<file path="config.mk">
export PLATFORM = sky130hd
export DESIGN_NAME = interval_sampler
export DESIGN_NICKNAME = d
export VERILOG_FILES = /design/src/rtl/isam_pkg.sv /design/src/rtl/isam_lfsr.sv /design/src/rtl/isam_countdown.sv /design/src/rtl/isam_tracker.sv /design/src/rtl/isam_satcnt.sv /design/src/rtl/interval_sampler.sv
export SDC_FILE = /design/constraint.sdc
export NUM_CORES = 1
export LEC_CHECK = 0
export ABC_AREA = 1
export ABC_CLOCK_PERIOD_IN_PS = 4550
export BUFFER_PORTS_ARGS = -buffer_cell sky130_fd_sc_hd__clkbuf_2
export CAP_MARGIN = 20
export CORE_ASPECT_RATIO = 1.2
export CORE_MARGIN = 4
export CORE_UTILIZATION = 63
export DETAILED_ROUTE_END_ITERATION = 7
export PLACE_DENSITY_LB_ADDON = 0.3
export SYNTH_ARGS = -nofsm -noshare
export SYNTH_HDL_FRONTEND = slang
export SYNTH_HIERARCHICAL = 1
export SYNTH_SLANG_ARGS = --single-unit
</file>
<file path="constraint.sdc">
create_clock -name clk -period 4.55 [get_ports clk]
set_input_delay 0.91 -clock clk [delete_from_list [all_inputs] [get_ports clk]]
set_output_delay 0.91 -clock clk [all_outputs]
set_load 0.05 [all_outputs]
</file>
<file path="src/rtl/isam_pkg.sv">
// Shared constants and the LFSR step function for the interval sampler.
// Assumes a 16-bit maximal-length Fibonacci register (taps 16,14,13,11).
package isam_pkg;
    localparam int          LFSR_W    = 16;
    localparam logic [15:0] LFSR_SEED = 16'hACE1;

    // One left shift of the perturbation register
    function automatic logic [15:0] lfsr_next(input logic [15:0] s);
        return {s[14:0], s[15] ^ s[13] ^ s[12] ^ s[10]};
    endfunction
endpackage

</file>
<file path="src/rtl/isam_lfsr.sv">
// Perturbation source: a 16-bit LFSR that shifts once per step request.
// Assumes step is a single-cycle qualifier; the state is never all-zero.
module isam_lfsr
    import isam_pkg::*;
(
    input  logic              clk,
    input  logic              rst_n,
    input  logic              step,
    output logic [LFSR_W-1:0] state
);
    // Advance on every pick, hold otherwise
    always_ff @(posedge clk) begin
        if (!rst_n)    state <= LFSR_SEED;
        else if (step) state <= lfsr_next(state);
    end
endmodule

</file>
<file path="src/rtl/isam_countdown.sv">
// Issue countdown: decrements once per issued operation and flags the
// issue that finds the count at 1 or below as the pick, reloading the
// count from the configured base plus optional jitter at that moment.
// Assumes JIT_W <= 16 and MIN_INTERVAL > 0.
module isam_countdown #(
    parameter int CNT_W        = 16,
    parameter int JIT_W        = 8,
    parameter int MIN_INTERVAL = 16
) (
    input  logic             clk,
    input  logic             rst_n,
    input  logic             issue_vld,
    input  logic [CNT_W-1:0] cfg_interval,
    input  logic             cfg_jitter_en,
    input  logic [JIT_W-1:0] jitter,
    output logic             pick
);
    localparam int RW = ((CNT_W > JIT_W) ? CNT_W : JIT_W) + 1;

    logic [RW-1:0] remain;
    logic [RW-1:0] base;
    logic [RW-1:0] reload;

    // Reload value: programmed base or minimum, plus jitter when enabled
    always_comb begin
        base   = (cfg_interval == '0) ? RW'(MIN_INTERVAL)
                                      : {{(RW-CNT_W){1'b0}}, cfg_interval};
        reload = base + (cfg_jitter_en ? {{(RW-JIT_W){1'b0}}, jitter} : '0);
    end

    assign pick = issue_vld && (remain <= RW'(1));

    // Count issues down, reload on a pick
    always_ff @(posedge clk) begin
        if (!rst_n)         remain <= RW'(MIN_INTERVAL);
        else if (pick)      remain <= reload;
        else if (issue_vld) remain <= remain - RW'(1);
    end
endmodule

</file>
<file path="src/rtl/isam_tracker.sv">
// Single-slot tracker: accepts a pick when idle, measures its latency in
// saturating cycles and emits a one-cycle record when its completion
// arrives. A pick while busy is reported as a drop.
// Assumes only the picked ID completes once per pick.
module isam_tracker #(
    parameter int ID_W  = 8,
    parameter int LAT_W = 16
) (
    input  logic             clk,
    input  logic             rst_n,
    input  logic             pick,
    input  logic [ID_W-1:0]  issue_id,
    input  logic             done_vld,
    input  logic [ID_W-1:0]  done_id,
    output logic             busy,
    output logic             drop,
    output logic             rec_vld,
    output logic [ID_W-1:0]  rec_id,
    output logic [LAT_W-1:0] rec_lat
);
    localparam logic [LAT_W-1:0] LAT_MAX = '1;

    logic [ID_W-1:0]  tag;
    logic [LAT_W-1:0] lat;
    logic             take;
    logic             finish;

    assign take   = pick && !busy;
    assign drop   = pick && busy;
    assign finish = busy && done_vld && (done_id == tag);

    // Occupancy and tag of the outstanding pick
    always_ff @(posedge clk) begin
        if (!rst_n) begin
            busy <= 1'b0;
            tag  <= '0;
        end else if (finish) begin
            busy <= 1'b0;
        end else if (take) begin
            busy <= 1'b1;
            tag  <= issue_id;
        end
    end

    // Latency counter, saturating, starts at 1 on the pick edge
    always_ff @(posedge clk) begin
        if (!rst_n)                                 lat <= '0;
        else if (take)                              lat <= LAT_W'(1);
        else if (busy && !finish && lat != LAT_MAX) lat <= lat + LAT_W'(1);
    end

    // Completed-sample record, one-cycle strobe
    always_ff @(posedge clk) begin
        if (!rst_n) begin
            rec_vld <= 1'b0;
            rec_id  <= '0;
            rec_lat <= '0;
        end else begin
            rec_vld <= finish;
            if (finish) begin
                rec_id  <= tag;
                rec_lat <= lat;
            end
        end
    end
endmodule

</file>
<file path="src/rtl/isam_satcnt.sv">
// Saturating event counter with synchronous clear taking priority.
// Assumes inc is a single-cycle qualifier.
module isam_satcnt #(
    parameter int W = 32
) (
    input  logic         clk,
    input  logic         rst_n,
    input  logic         inc,
    input  logic         clr,
    output logic [W-1:0] count
);
    // Clear first, then increment unless full
    always_ff @(posedge clk) begin
        if (!rst_n || clr)              count <= '0;
        else if (inc && count != '1)    count <= count + W'(1);
    end
endmodule

</file>
<file path="src/rtl/interval_sampler.sv">
// Interval sampler top: picks one issued operation every programmed
// number of issues, tracks it to completion, reports its latency and
// counts picks dropped because a sample was still outstanding.
// Assumes completions for the picked ID are unique per pick.
module interval_sampler #(
    parameter int ID_W         = 8,
    parameter int CNT_W        = 16,
    parameter int LAT_W        = 16,
    parameter int COLL_W       = 32,
    parameter int JIT_W        = 8,
    parameter int MIN_INTERVAL = 16
) (
    input  logic              clk,
    input  logic              rst_n,
    input  logic              issue_vld,
    input  logic [ID_W-1:0]   issue_id,
    input  logic              done_vld,
    input  logic [ID_W-1:0]   done_id,
    input  logic [CNT_W-1:0]  cfg_interval,
    input  logic              cfg_jitter_en,
    input  logic              coll_clr,
    output logic              smp_vld,
    output logic [ID_W-1:0]   smp_id,
    output logic [LAT_W-1:0]  smp_lat,
    output logic [COLL_W-1:0] coll_cnt
);
    import isam_pkg::*;

    logic              pick;
    logic              drop;
    logic              trk_busy;
    logic [LFSR_W-1:0] lfsr_state;

    isam_lfsr u_lfsr (
        .clk   (clk),
        .rst_n (rst_n),
        .step  (pick),
        .state (lfsr_state)
    );

    isam_countdown #(
        .CNT_W        (CNT_W),
        .JIT_W        (JIT_W),
        .MIN_INTERVAL (MIN_INTERVAL)
    ) u_cd (
        .clk           (clk),
        .rst_n         (rst_n),
        .issue_vld     (issue_vld),
        .cfg_interval  (cfg_interval),
        .cfg_jitter_en (cfg_jitter_en),
        .jitter        (lfsr_state[JIT_W-1:0]),
        .pick          (pick)
    );

    isam_tracker #(
        .ID_W  (ID_W),
        .LAT_W (LAT_W)
    ) u_trk (
        .clk      (clk),
        .rst_n    (rst_n),
        .pick     (pick),
        .issue_id (issue_id),
        .done_vld (done_vld),
        .done_id  (done_id),
        .busy     (trk_busy),
        .drop     (drop),
        .rec_vld  (smp_vld),
        .rec_id   (smp_id),
        .rec_lat  (smp_lat)
    );

    isam_satcnt #(
        .W (COLL_W)
    ) u_coll (
        .clk   (clk),
        .rst_n (rst_n),
        .inc   (drop),
        .clr   (coll_clr),
        .count (coll_cnt)
    );
endmodule

</file>
==> key figures <==
Outcome
  • Outcome: finished, final reports clean

Power
  • Clock share of power: 0.526
  • Internal: 0.00204 W
  • Sw frac: 0.244
  • Sw Pwr: 0.000658 W
  • Lkg Pwr: slightly below 4 nW
  • Pwr dens: 325 nW/um2
  • Logic pwr share: 0.087
  • Seq pwr share: 0.387
  • Peak supply drop: 0.258 mV

Clock tree
  • Post-CTS setup buffers: 0
  • CTS tree: built
  • Clk Latency, worst-skew pair: 0.41 ns
  • CTS buffer count: 17
  • Post-CTS resize count: 0
  • CTS root buf: clkbuf_16
  • Post-CTS Hold Buffers: 0
  • Clock transition at the registers of the reported paths: 0.06 ns
  • H-tree lvl count: 4
  • Total clock sinks: 115
  • Clk buf depth: 2

Drt
  • DRC viols: 0
  • Post-DRT Antenna Nets: 0
  • Average wire per standard cell: 13.8 um
  • DRT Pass-1 Iters: 5
  • Routed vias: 7678
  • Number of vias per cell: 5.56
  • Initial drt markers: 567
  • WL final: 19000 um

Timing
  • Worst-margin pin slew: 1.01 ns
  • Setup tns final: 0 ns
  • RSZ-0062 raised after global routing: no
  • Clock skew: 0.0112 ns
  • Final Critical Period: ~3 ns
  • Final-report setup violation count: 0
  • Max-slew headroom: 0.326
  • Final hold viol count: 0
  • Final period util: 0.679
  • Fmax: 0.324 GHz
  • Slew Limit Fails: 0

Place
  • DP Wirelength: 13200 um
  • Gpl congestion: slightly above 0.9
  • Port Buffers: 94
  • Placed Area: 7660 um2

Die
  • Core Area: 11100 um2
  • Row count: 42
  • Die area: 13200 um2
  • Starting density of the core: 0.647
  • DIE WIDTH: 106 um
  • Die H: 125 um
  • IO Pins: 95

Critical path
  • FF-to-FF path depth: 19
  • CP required: 4.85 ns
  • CP Capture Type: flip-flop
  • CP Cell Sequence: clkbuf_2 -> inv_1 -> nor2_1 -> nand2_4 -> clkinv_2 -> nand2_1 -> inv_1 -> buf_4 -> inv_2 -> nor2_1 -> nand2_1 -> inv_1 -> nand2_1 -> nor2_1 -> nand3_1 -> nand2_1 -> nor2_1
  • WP data arrival: 3.39 ns
  • Worst-path fanout max: 21
  • Worst setup SP type: input port
  • Max incr delay on CP: ~0.31 ns
  • Worst Setup Path Type: in2reg
  • CP max-delay cell: clkbuf_2
  • Flop2flop setup slack: 1.88 ns

Finish
  • Number of diodes: 0
  • Fraction of layout cells with a size suffix above 1: 0.161
  • Post-Layout Inst Area: around 8300 um2
  • Area grow syn2layout: 15.1%
  • Register Area: 2300 um2
  • Fill count: approximately 960
  • Multi-input logic area: 4180 um2
  • Nets: 1264

GRT
  • First-pass GRT wire length: 32000 um
  • Total grt overflow: 0
  • Overall fraction of global-route tracks in use: 0.288
  • Vias in the first global route: 7057
  • Largest net degree at the start of global routing: 58
  • Initial antenna violation count: 0

Hold path
  • Hold Path Class: reg2reg
  • Hold depth: 2

Yosys
  • Syn Nets: 1188
  • Syn Inst Count: approximately 1100
  • Main flop type after synthesis: dfxtp_1
  • Synth cell types: 46
  • Post-synth EDFFs: 0
  • Register bit count reported by yosys: 115
  • Synth Area per Inst: 6.34 um2
  • Synth warnings: 6
  • Fraction of registers with async set or reset after synthesis: 0
  • Syn Std Cell Area: 7210 um2
  • Seq/Total Area, Yosys: 0.319

Flow run
  • Max Cap Viol: 0
## path summary, 6_finish.rpt
| check | start | to |
|---|---|---|
| max | issue_vld | u_coll/count[27]$_SDFFE_PP0P_ |
| min | u_trk/tag[7]$_SDFFE_PN0P_ | u_trk/rec_id[7]$_SDFFE_PN0P_ |
| max reg2reg | u_cd/remain[6]$_SDFFE_PN0P_ | u_coll/count[27]$_SDFFE_PP0P_ |
| min reg2reg | u_trk/tag[7]$_SDFFE_PN0P_ | u_trk/rec_id[7]$_SDFFE_PN0P_ |
## stage by stage
stage	hold slack, ns	util	cells	total power (W)	setup slack [ns]
6_report	0.467	0.745	1380	0.00270	1.46
5_1_grt	0.496	0.745	1380	0.00279	1.18
4_1_cts	0.470	0.744	1379	0.00271	1.52
3_5_place_dp	0.460	0.688	1347	0.00129	1.15
3_3_place_gp	0.458	0.688	1347	0.00129	1.22
2_1_floorplan	0.419	-	1137	0.00123	1.92
## metal layers
metal  GRT usage  vias to the layer above  part of all wire
li1            -                     3797                 -
met1       0.357                     3485              0.41
met2       0.484                      333              0.49
met3      0.0567                       63             0.076
met4       0.126                        0             0.028
met5           0                        -                 0
## cell usage in the layout (no fill, tap or decap), drive strengths merged
cell type,count
o21ai,43
xor2,15
nor2,176
a21oi,77
clkinvlp,4
a31oi,3
dfxtp,115
inv,124
bufinv,4
nor2b,1
xnor2,9
nand3,106
o211ai,1
nand2,347
nor4,4
ha,12
nand3b,4
fa,1
or2,3
o21bai,1
clkinv,4
a41o,1
nor3,8
buf,6
o211a,1
clkbuf,115
nor3b,1
nand4,40
## area by class of cell
cell class | instances | area share
Sequential cell | 115 | 0.277
Tap cell | 154 | 0.0232
Timing Repair Buffer | 100 | 0.0626
Clock inverter | 11 | 0.0213
Inverter | 125 | 0.0573
Multi-Input combinational cell | 854 | 0.504
Clock buffer | 21 | 0.0543
## cells in the mapped netlist, types with 5 or more instances
cell,n,area [um2]
nand2_2,9,56.3
xnor2_1,9,78.8
nor3_1,7,35.0
inv_1,115,432
o21ai_1,5,25.0
o21ai_0,38,190
ha_1,12,150
buf_6,8,90.1
inv_2,6,22.5
nor2_4,6,67.6
a21oi_2,10,87.6
nand2_4,5,56.3
clkbuf_1,20,75.1
nand3_2,9,90.1
a21oi_1,67,335
nor2_1,156,586
nor2_2,13,81.3
xor2_1,15,131
buf_2,8,40.0
nand2_1,333,1250
nand4_1,39,244
nand3_1,96,480
dfxtp_1,115,2300
## flip-flops by register name (all words and copies together), names as in the netlist
| signal | flops |
|---|---|
| u_trk/rec_lat | 16 |
| u_trk/rec_vld | 1 |
| u_trk/busy | 1 |
| u_coll/count | 32 |
| u_trk/tag | 8 |
| u_trk/rec_id | 8 |
| u_trk/lat | 16 |
| u_lfsr/state | 16 |
| u_cd/remain | 17 |
## cells by family after synthesis
kind of cell / after synthesis / share of synthesized area
flops: 115 / 0.319
simple gates: 690 / 0.431
xor+xnor: 24 / 0.0291
fa+ha+maj: 13 / 0.0236
buf+inv: 168 / 0.101
compound gates: 127 / 0.0959
## critical path, delay by kind of cell
| kind | cells | cell delay [ns] |
|---|---|---|
| buffers and inverters | 7 | 1.20 |
| and+or+nand+nor | 10 | 1.26 |
## power by group through the flow
stage                     Combinational, W  Sequential, W  Clock [W]
final                             0.000234        0.00104    0.00142
after global routing              0.000264        0.00105    0.00148
after CTS                         0.000230        0.00104    0.00143
after detailed placement          0.000228        0.00106          0
after global placement            0.000225        0.00106          0
after floorplan                   0.000172        0.00106          0
Note: power is estimated with default switching activity, not from simulation.
